`src/rtl/lcd_raster_pkg.sv`:
```
package lcd_raster_pkg;
  localparam int unsigned LCD_AXIS_W = 12;
  localparam int unsigned LCD_CIN_W  = 8;
  localparam int unsigned LCD_COUT_W = 6;

  typedef logic [LCD_AXIS_W-1:0] axis_t;
  typedef logic [LCD_COUT_W-1:0] cout_t;

  typedef struct packed {
    axis_t total;
    axis_t start;
    axis_t len;
    axis_t sync_a;
    axis_t sync_b;
  } axis_cfg_t;

  typedef struct packed {
    logic  hs;
    logic  vs;
    logic  de;
    cout_t r;
    cout_t g;
    cout_t b;
  } pix_stage_t;

  localparam pix_stage_t PIX_IDLE = '{hs: 1'b1, vs: 1'b1, de: 1'b0,
                                      r: '0, g: '0, b: '0};
endpackage

```
`src/rtl/lcd_pclk_div.sv`:
```
module lcd_pclk_div #(
  parameter int unsigned DIV_W = 8
) (
  input  logic             clk,
  input  logic             rst_n,
  input  logic             run,
  input  logic             en,
  input  logic             clear,
  input  logic [DIV_W-1:0] div_cur,
  input  logic [DIV_W-1:0] div_nxt,
  input  logic             pol_nxt,
  output logic             tick,
  output logic             pclk
);
  logic [DIV_W-1:0] cnt_q, cnt_d;
  logic             pclk_q, pclk_d;

  // one pixel step every div_cur main clocks
  assign tick = run & ~clear & (cnt_q >= (div_cur - DIV_W'(1)));

  always_comb begin
    if (clear || tick) cnt_d = '0;
    else               cnt_d = cnt_q + DIV_W'(1);
    pclk_d = en & (pol_nxt ^ (cnt_d >= (div_nxt >> 1)));
  end

  always_ff @(posedge clk or negedge rst_n) begin
    if (!rst_n) begin
      cnt_q  <= '0;
      pclk_q <= 1'b0;
    end else begin
      cnt_q  <= cnt_d;
      pclk_q <= pclk_d;
    end
  end

  assign pclk = pclk_q;
endmodule

```
`src/rtl/lcd_axis_ctr.sv`:
```
module lcd_axis_ctr
  import lcd_raster_pkg::*;
(
  input  logic      clk,
  input  logic      rst_n,
  input  logic      clear,
  input  logic      step,
  input  axis_cfg_t cfg,
  output axis_t     cnt,
  output logic      last,
  output logic      vis,
  output logic      sync
);
  localparam int unsigned AW = LCD_AXIS_W;

  axis_t         cnt_q, cnt_d;
  logic [AW:0]   cnt_inc, win_end;

  assign cnt_inc = {1'b0, cnt_q} + (AW+1)'(1);
  assign win_end = {1'b0, cfg.start} + {1'b0, cfg.len};
  assign last    = cnt_inc >= {1'b0, cfg.total};
  assign vis     = (cnt_q >= cfg.start) && ({1'b0, cnt_q} < win_end);
  assign sync    = !((cfg.sync_b > cfg.sync_a) &&
                     (cnt_q >= cfg.sync_a) && (cnt_q < cfg.sync_b));

  always_comb begin
    if (clear)     cnt_d = '0;
    else if (step) cnt_d = last ? '0 : cnt_inc[AW-1:0];
    else           cnt_d = cnt_q;
  end

  always_ff @(posedge clk or negedge rst_n) begin
    if (!rst_n) cnt_q <= '0;
    else        cnt_q <= cnt_d;
  end

  assign cnt = cnt_q;
endmodule

```
`src/rtl/lcd_color_pipe.sv`:
```
module lcd_color_pipe
  import lcd_raster_pkg::*;
(
  input  logic       clk,
  input  logic       rst_n,
  input  logic       clear,
  input  logic       tick,
  input  logic       spread,
  input  pix_stage_t stage_in,
  output pix_stage_t stage_out
);
  pix_stage_t s1_q, s1_d, s2_q, s2_d;
  cout_t      b3_q, b3_d;

  always_comb begin
    s1_d = s1_q;
    s2_d = s2_q;
    b3_d = b3_q;
    if (clear) begin
      s1_d = PIX_IDLE;
      s2_d = PIX_IDLE;
      b3_d = '0;
    end else if (tick) begin
      s1_d = stage_in;
      s2_d = s1_q;
      b3_d = s2_q.b;
    end
  end

  always_ff @(posedge clk or negedge rst_n) begin
    if (!rst_n) begin
      s1_q <= PIX_IDLE;
      s2_q <= PIX_IDLE;
      b3_q <= '0;
    end else begin
      s1_q <= s1_d;
      s2_q <= s2_d;
      b3_q <= b3_d;
    end
  end

  // green and timing from the middle stage, red one ahead, blue one behind
  always_comb begin
    stage_out   = s2_q;
    stage_out.r = spread ? s1_q.r : s2_q.r;
    stage_out.b = spread ? b3_q   : s2_q.b;
  end
endmodule

```
`src/rtl/lcd_raster_gen.sv`:
```
module lcd_raster_gen
  import lcd_raster_pkg::*;
#(
  parameter int unsigned DIV_W = 8
) (
  input  logic                  clk,
  input  logic                  rst_n,
  input  logic [DIV_W-1:0]      cfg_div,
  input  logic                  cfg_pclk_inv,
  input  logic                  cfg_spread,
  input  logic [LCD_AXIS_W-1:0] cfg_h_total,
  input  logic [LCD_AXIS_W-1:0] cfg_h_start,
  input  logic [LCD_AXIS_W-1:0] cfg_h_width,
  input  logic [LCD_AXIS_W-1:0] cfg_h_sync_a,
  input  logic [LCD_AXIS_W-1:0] cfg_h_sync_b,
  input  logic [LCD_AXIS_W-1:0] cfg_v_total,
  input  logic [LCD_AXIS_W-1:0] cfg_v_start,
  input  logic [LCD_AXIS_W-1:0] cfg_v_height,
  input  logic [LCD_AXIS_W-1:0] cfg_v_sync_a,
  input  logic [LCD_AXIS_W-1:0] cfg_v_sync_b,
  input  logic [LCD_CIN_W-1:0]  pix_r,
  input  logic [LCD_CIN_W-1:0]  pix_g,
  input  logic [LCD_CIN_W-1:0]  pix_b,
  output logic                  pclk_o,
  output logic                  hsync_o,
  output logic                  vsync_o,
  output logic                  de_o,
  output logic [LCD_COUT_W-1:0] r_o,
  output logic [LCD_COUT_W-1:0] g_o,
  output logic [LCD_COUT_W-1:0] b_o
);
  localparam int unsigned CHI = LCD_CIN_W - 1;

  // reset: asserted asynchronously, released through two flops
  logic rst_meta_q, rst_sync_n;
  always_ff @(posedge clk or negedge rst_n) begin
    if (!rst_n) begin
      rst_meta_q <= 1'b0;
      rst_sync_n <= 1'b0;
    end else begin
      rst_meta_q <= 1'b1;
      rst_sync_n <= rst_meta_q;
    end
  end

  logic en_live, run_q, rise, clear, tick, load, frame_end;
  assign en_live = |cfg_div;
  assign rise    = en_live & ~run_q;
  assign clear   = ~en_live | rise;

  always_ff @(posedge clk or negedge rst_sync_n) begin
    if (!rst_sync_n) run_q <= 1'b0;
    else             run_q <= en_live;
  end

  // frame-start shadow registers
  logic [DIV_W-1:0] div_sh, div_nxt;
  logic             pol_sh, pol_nxt, spread_sh, spread_nxt;
  axis_cfg_t        h_sh, h_nxt, v_sh, v_nxt, h_live, v_live;

  assign h_live = '{total: cfg_h_total, start: cfg_h_start, len: cfg_h_width,
                    sync_a: cfg_h_sync_a, sync_b: cfg_h_sync_b};
  assign v_live = '{total: cfg_v_total, start: cfg_v_start, len: cfg_v_height,
                    sync_a: cfg_v_sync_a, sync_b: cfg_v_sync_b};

  always_comb begin
    div_nxt    = load ? cfg_div      : div_sh;
    pol_nxt    = load ? cfg_pclk_inv : pol_sh;
    spread_nxt = load ? cfg_spread   : spread_sh;
    h_nxt      = load ? h_live       : h_sh;
    v_nxt      = load ? v_live       : v_sh;
  end

  always_ff @(posedge clk or negedge rst_sync_n) begin
    if (!rst_sync_n) begin
      div_sh    <= '0;
      pol_sh    <= 1'b0;
      spread_sh <= 1'b0;
      h_sh      <= '0;
      v_sh      <= '0;
    end else begin
      div_sh    <= div_nxt;
      pol_sh    <= pol_nxt;
      spread_sh <= spread_nxt;
      h_sh      <= h_nxt;
      v_sh      <= v_nxt;
    end
  end

  lcd_pclk_div #(.DIV_W(DIV_W)) u_div (
    .clk     (clk),
    .rst_n   (rst_sync_n),
    .run     (run_q),
    .en      (en_live),
    .clear   (clear),
    .div_cur (div_sh),
    .div_nxt (div_nxt),
    .pol_nxt (pol_nxt),
    .tick    (tick),
    .pclk    (pclk_o)
  );

  axis_t h_cnt, v_cnt, h_total_q;
  logic  h_last, h_vis, h_sync, v_last, v_vis, v_sync;

  lcd_axis_ctr u_hax (
    .clk (clk), .rst_n (rst_sync_n), .clear (clear), .step (tick),
    .cfg (h_sh), .cnt (h_cnt), .last (h_last), .vis (h_vis), .sync (h_sync)
  );

  lcd_axis_ctr u_vax (
    .clk (clk), .rst_n (rst_sync_n), .clear (clear), .step (tick & h_last),
    .cfg (v_sh), .cnt (v_cnt), .last (v_last), .vis (v_vis), .sync (v_sync)
  );

  assign h_total_q = h_sh.total;
  assign frame_end = tick & h_last & v_last;
  assign load      = rise | frame_end;

  pix_stage_t stage_in, stage_out;
  always_comb begin
    stage_in.hs = h_sync;
    stage_in.vs = v_sync;
    stage_in.de = h_vis & v_vis;
    stage_in.r  = stage_in.de ? pix_r[CHI -: LCD_COUT_W] : '0;
    stage_in.g  = stage_in.de ? pix_g[CHI -: LCD_COUT_W] : '0;
    stage_in.b  = stage_in.de ? pix_b[CHI -: LCD_COUT_W] : '0;
  end

  lcd_color_pipe u_pipe (
    .clk       (clk),
    .rst_n     (rst_sync_n),
    .clear     (clear),
    .tick      (tick),
    .spread    (spread_sh),
    .stage_in  (stage_in),
    .stage_out (stage_out)
  );

  assign hsync_o = stage_out.hs;
  assign vsync_o = stage_out.vs;
  assign de_o    = stage_out.de;
  assign r_o     = stage_out.r;
  assign g_o     = stage_out.g;
  assign b_o     = stage_out.b;
endmodule

```
`config.mk`:
```
export PLATFORM = sky130hd
export DESIGN_NAME = lcd_raster_gen
export DESIGN_NICKNAME = d
export VERILOG_FILES = /design/src/rtl/lcd_raster_pkg.sv /design/src/rtl/lcd_pclk_div.sv /design/src/rtl/lcd_axis_ctr.sv /design/src/rtl/lcd_color_pipe.sv /design/src/rtl/lcd_raster_gen.sv
export SDC_FILE = /design/constraint.sdc
export NUM_CORES = 1
export LEC_CHECK = 0
export CAP_MARGIN = 0
export CORE_UTILIZATION = 55
export DETAILED_ROUTE_END_ITERATION = 8
export GPL_TIMING_DRIVEN = 0
export PLACE_DENSITY = 0.78
export SLEW_MARGIN = 5
export SYNTH_ARGS = -nofsm -noshare
export SYNTH_HDL_FRONTEND = slang
export SYNTH_HIERARCHICAL = 1
export SYNTH_SLANG_ARGS = --single-unit
export TNS_END_PERCENT = 100
```
`constraint.sdc`:
```
create_clock -name clk -period 7.4 [get_ports clk]
set_clock_uncertainty 0.15 [all_clocks]
set_input_delay 1.48 -clock clk [delete_from_list [all_inputs] [get_ports clk]]
set_output_delay 1.48 -clock clk [all_outputs]
set_load 0.1 [all_outputs]
```
==> impl_results.md <==
- Status: completed
- Max Cap Viol: 0
- Power density cells: 212 nW/um^2
- GRT Overall Usage: 0.295
- Layout cells sized above 1: 0.0542
- Syn-to-layout area delta: 19.6%
- TritonCTS clock tree: built
- Worst Slack Setup Final: 0.305 ns
- Asr flop ratio synth: 1.00
- CTS root buf: clkbuf_16
- FILL cells: 2307
- Post-Layout Cell Count: 2437
- FF-to-FF End: u_div/pclk
- Core area: 28600 um^2
- Largest net degree at the start of global routing: 58
- Yosys warns: 6
- Most common cell after layout, fill and taps aside: nand2_1
- Slew HR: 0.317
- First-pass GRT wire length: 70000 um
- Initial Util: 0.558
- Critical path endpoint category: flop
- Top cells by area, synth: dfrtp_1 (33%), ha_1 (14%), nand2_1 (6.5%)
- GRT Residual Overflow: 0
- R2r worst-path depth: 16
- IO Count: 178
- Area of placed instances: 18200 um^2
- Gpl congestion: 0.882
- Longest Clk Path Bufs: 3
- Post-synthesis instance total: 1830
- Lkg Pwr: 8.65 nW
- Termination of the worst setup path: u_div/pclk
- Dpl ws: -0.840 ns
- Total Wirelength: 43600 um
- Mapped Area: 16000 um^2
- Remaining antenna violation count: 0
- Synth top area share: 0.329
- R2r setup slk: 1.55 ns
- Max Slew Vio Count: 0
- Clk slew on worst S/H paths: 0.06 ns
- Clock sinks: 214
- Nets: 2373
- Setup crit start: cfg_div[0]
- Fin crit share: 0.959
- Worst EP required: 7.68 ns
- DRC: 0
- Synthesis-stage register bit count: 214
- Core Rows: 62
- RSZ-0062 raised after global routing: false
- Die Ht: 172 um
- PostCTS Resize Cnt: 2
- Final hold viol count: 0
- Setup_tns: 0 ns
- Max VDD drop: 0.194 mV
- Placed cells: 2388
- Tightest Pin Transition: 1.02 ns
- Worst-case hold slack: 0.204 ns
- FMAX: 141 MHz
- Vias in the first global route: 14000
- I/O Buffers: 171
- Routed vias: 14400
- Vias/cell: 5.90
- Commonest cells after routing, fill and taps aside: nand2_1 (276), dfrtp_1 (209), ha_1 (183), clkdlybuf4s50_1 (171), o21ai_0 (147)
- Clk Latency, worst-skew pair: 0.53 ns
- Netlist cell types: 79
- Width of the die: 172 um
- Tmin final: 7.10 ns
- Crit Path Max Fanout: 13
- Top FF cell, synth: dfrtp_1
- Wirelength per Cell: 17.9 um
- Mapped Nets: 2171
- Num CTS Buffers: 26
- CP startpoint kind: input port
- HPWL after detailed placement: 31800 um
- Arrival time worst endpoint: 7.38 ns
- Detailed Route Iter0 Violations: 1123
- First-pass iteration count of the detailed router: 7
- EDFF count, synth: 0
- Initial antenna violation count: 4
- Final setup violation count: 0
- Setup bufs post-CTS: 0
- Area leader, netlist: dfrtp_1
- H-Tree Depth: 1
- Die footprint: 29700 um^2
- Hold WC Path Type: flop to flop
- Worst reg2reg path startpoint: run_q
- Post-route cell area: 19100 um^2
- CTS Hold Bufs: 0
- WS Path Type: input port to flop
- Syn_area_per_cell: 8.73 um^2
- Register area share after synthesis: 0.336
[where the power goes]
group | internal, W | total (W) | switching [W]
logic | 0.000612 | 0.00133 | 0.000716
registers | 0.00132 | 0.00147 | 0.000149
clock network | 0.000748 | 0.00126 | 0.000510
total | 0.00268 | 0.00406 | 0.00138
[metrics by stage]
step / util / total power [W]
6_report: 0.667 / 0.00406
5_1_grt: 0.667 / 0.00429
4_1_cts: 0.667 / 0.00406
3_5_place_dp: 0.637 / 0.00280
3_3_place_gp: 0.634 / 0.00273
2_1_floorplan: - / 0.00240
[worst max-delay path, cell delays in order]
cell and delay (ns):
clkdlybuf4s50_1 0.48, or4_1 0.11, clkbuf_1 0.62, clkbuf_2 0.43, or2_2 0.20, nand2_1 0.39, nand2b_1 0.34, o21ai_2 0.51
nand3_1 0.33, clkbuf_2 0.45, nand2_1 0.38, a32o_1 0.22, inv_1 0.06, ha_1 0.29, and3_1 0.20, a221o_1 0.35
a31oi_1 0.25, o311ai_1 0.15, o221ai_1 0.10
[synthesized netlist by cell type, drive strengths merged (28+ instances only)]
| cell | count |
|---|---|
| o211ai | 134 |
| dfrtp | 210 |
| o21ai | 150 |
| mux2i | 46 |
| ha | 183 |
| nor2 | 78 |
| inv | 113 |
| nor2b | 139 |
| clkbuf | 83 |
| buf | 33 |
| xnor2 | 28 |
| a21oi | 54 |
| nand2 | 276 |
[logic make-up after synthesis]
| kind of cell | Yosys count | synth area share |
|---|---|---|
| other | 1 | 0.000235 |
| buffers and inverters | 229 | 0.0662 |
| xor gates and xnor gates | 48 | 0.0263 |
| AOI/OAI and AO/OA | 466 | 0.196 |
| muxes | 59 | 0.0380 |
| adders and majority gates | 185 | 0.146 |
| and+or+nand+nor | 628 | 0.192 |
| DFF | 214 | 0.336 |
[registers in the layout, indices dropped and copies added, names as in the netlist, 6 cells and up]
register / flops
u_pipe/s2_q: 12
v_sh: 60
h_total_q: 12
u_div/cnt_q: 8
u_vax/cnt: 12
u_hax/cnt: 12
u_pipe/b3_q: 6
h_sh: 48
u_pipe/s1_q: 21
div_sh: 8
u_pipe/stage_out: 9
[cell type report]
type | instances | area, um^2 | area share
diodes | 4 | 10.0 | 0.000524
plain buffers | 116 | 636 | 0.0333
clock buffers | 38 | 767 | 0.0402
clock inverters | 7 | 67.6 | 0.00354
inverters | 113 | 424 | 0.0222
multi-input cells | 1387 | 9550 | 0.500
flip-flops and latches | 214 | 5360 | 0.281
well taps | 384 | 480 | 0.0252
repair buffers | 174 | 1790 | 0.0940
[worst min path at each step]
stage	cells past startpoint	endpoint	startpoint
after global placement	0	rst_sync_n	rst_meta_q
after detailed placement	0	rst_sync_n	rst_meta_q
after global routing	0	rst_sync_n	rst_meta_q
after CTS	0	rst_sync_n	rst_meta_q
after floorplan	0	rst_sync_n	rst_meta_q
final	0	rst_sync_n	rst_meta_q
[per-layer routing]
| layer | wire length (um) | GRT usage |
|---|---|---|
| met3 | 2970 | 0.0460 |
| met1 | 18600 | 0.386 |
| met5 | 13 | 0 |
| met4 | 1440 | 0.114 |
| met2 | 20600 | 0.491 |
Power figures use the tool's default switching activity.
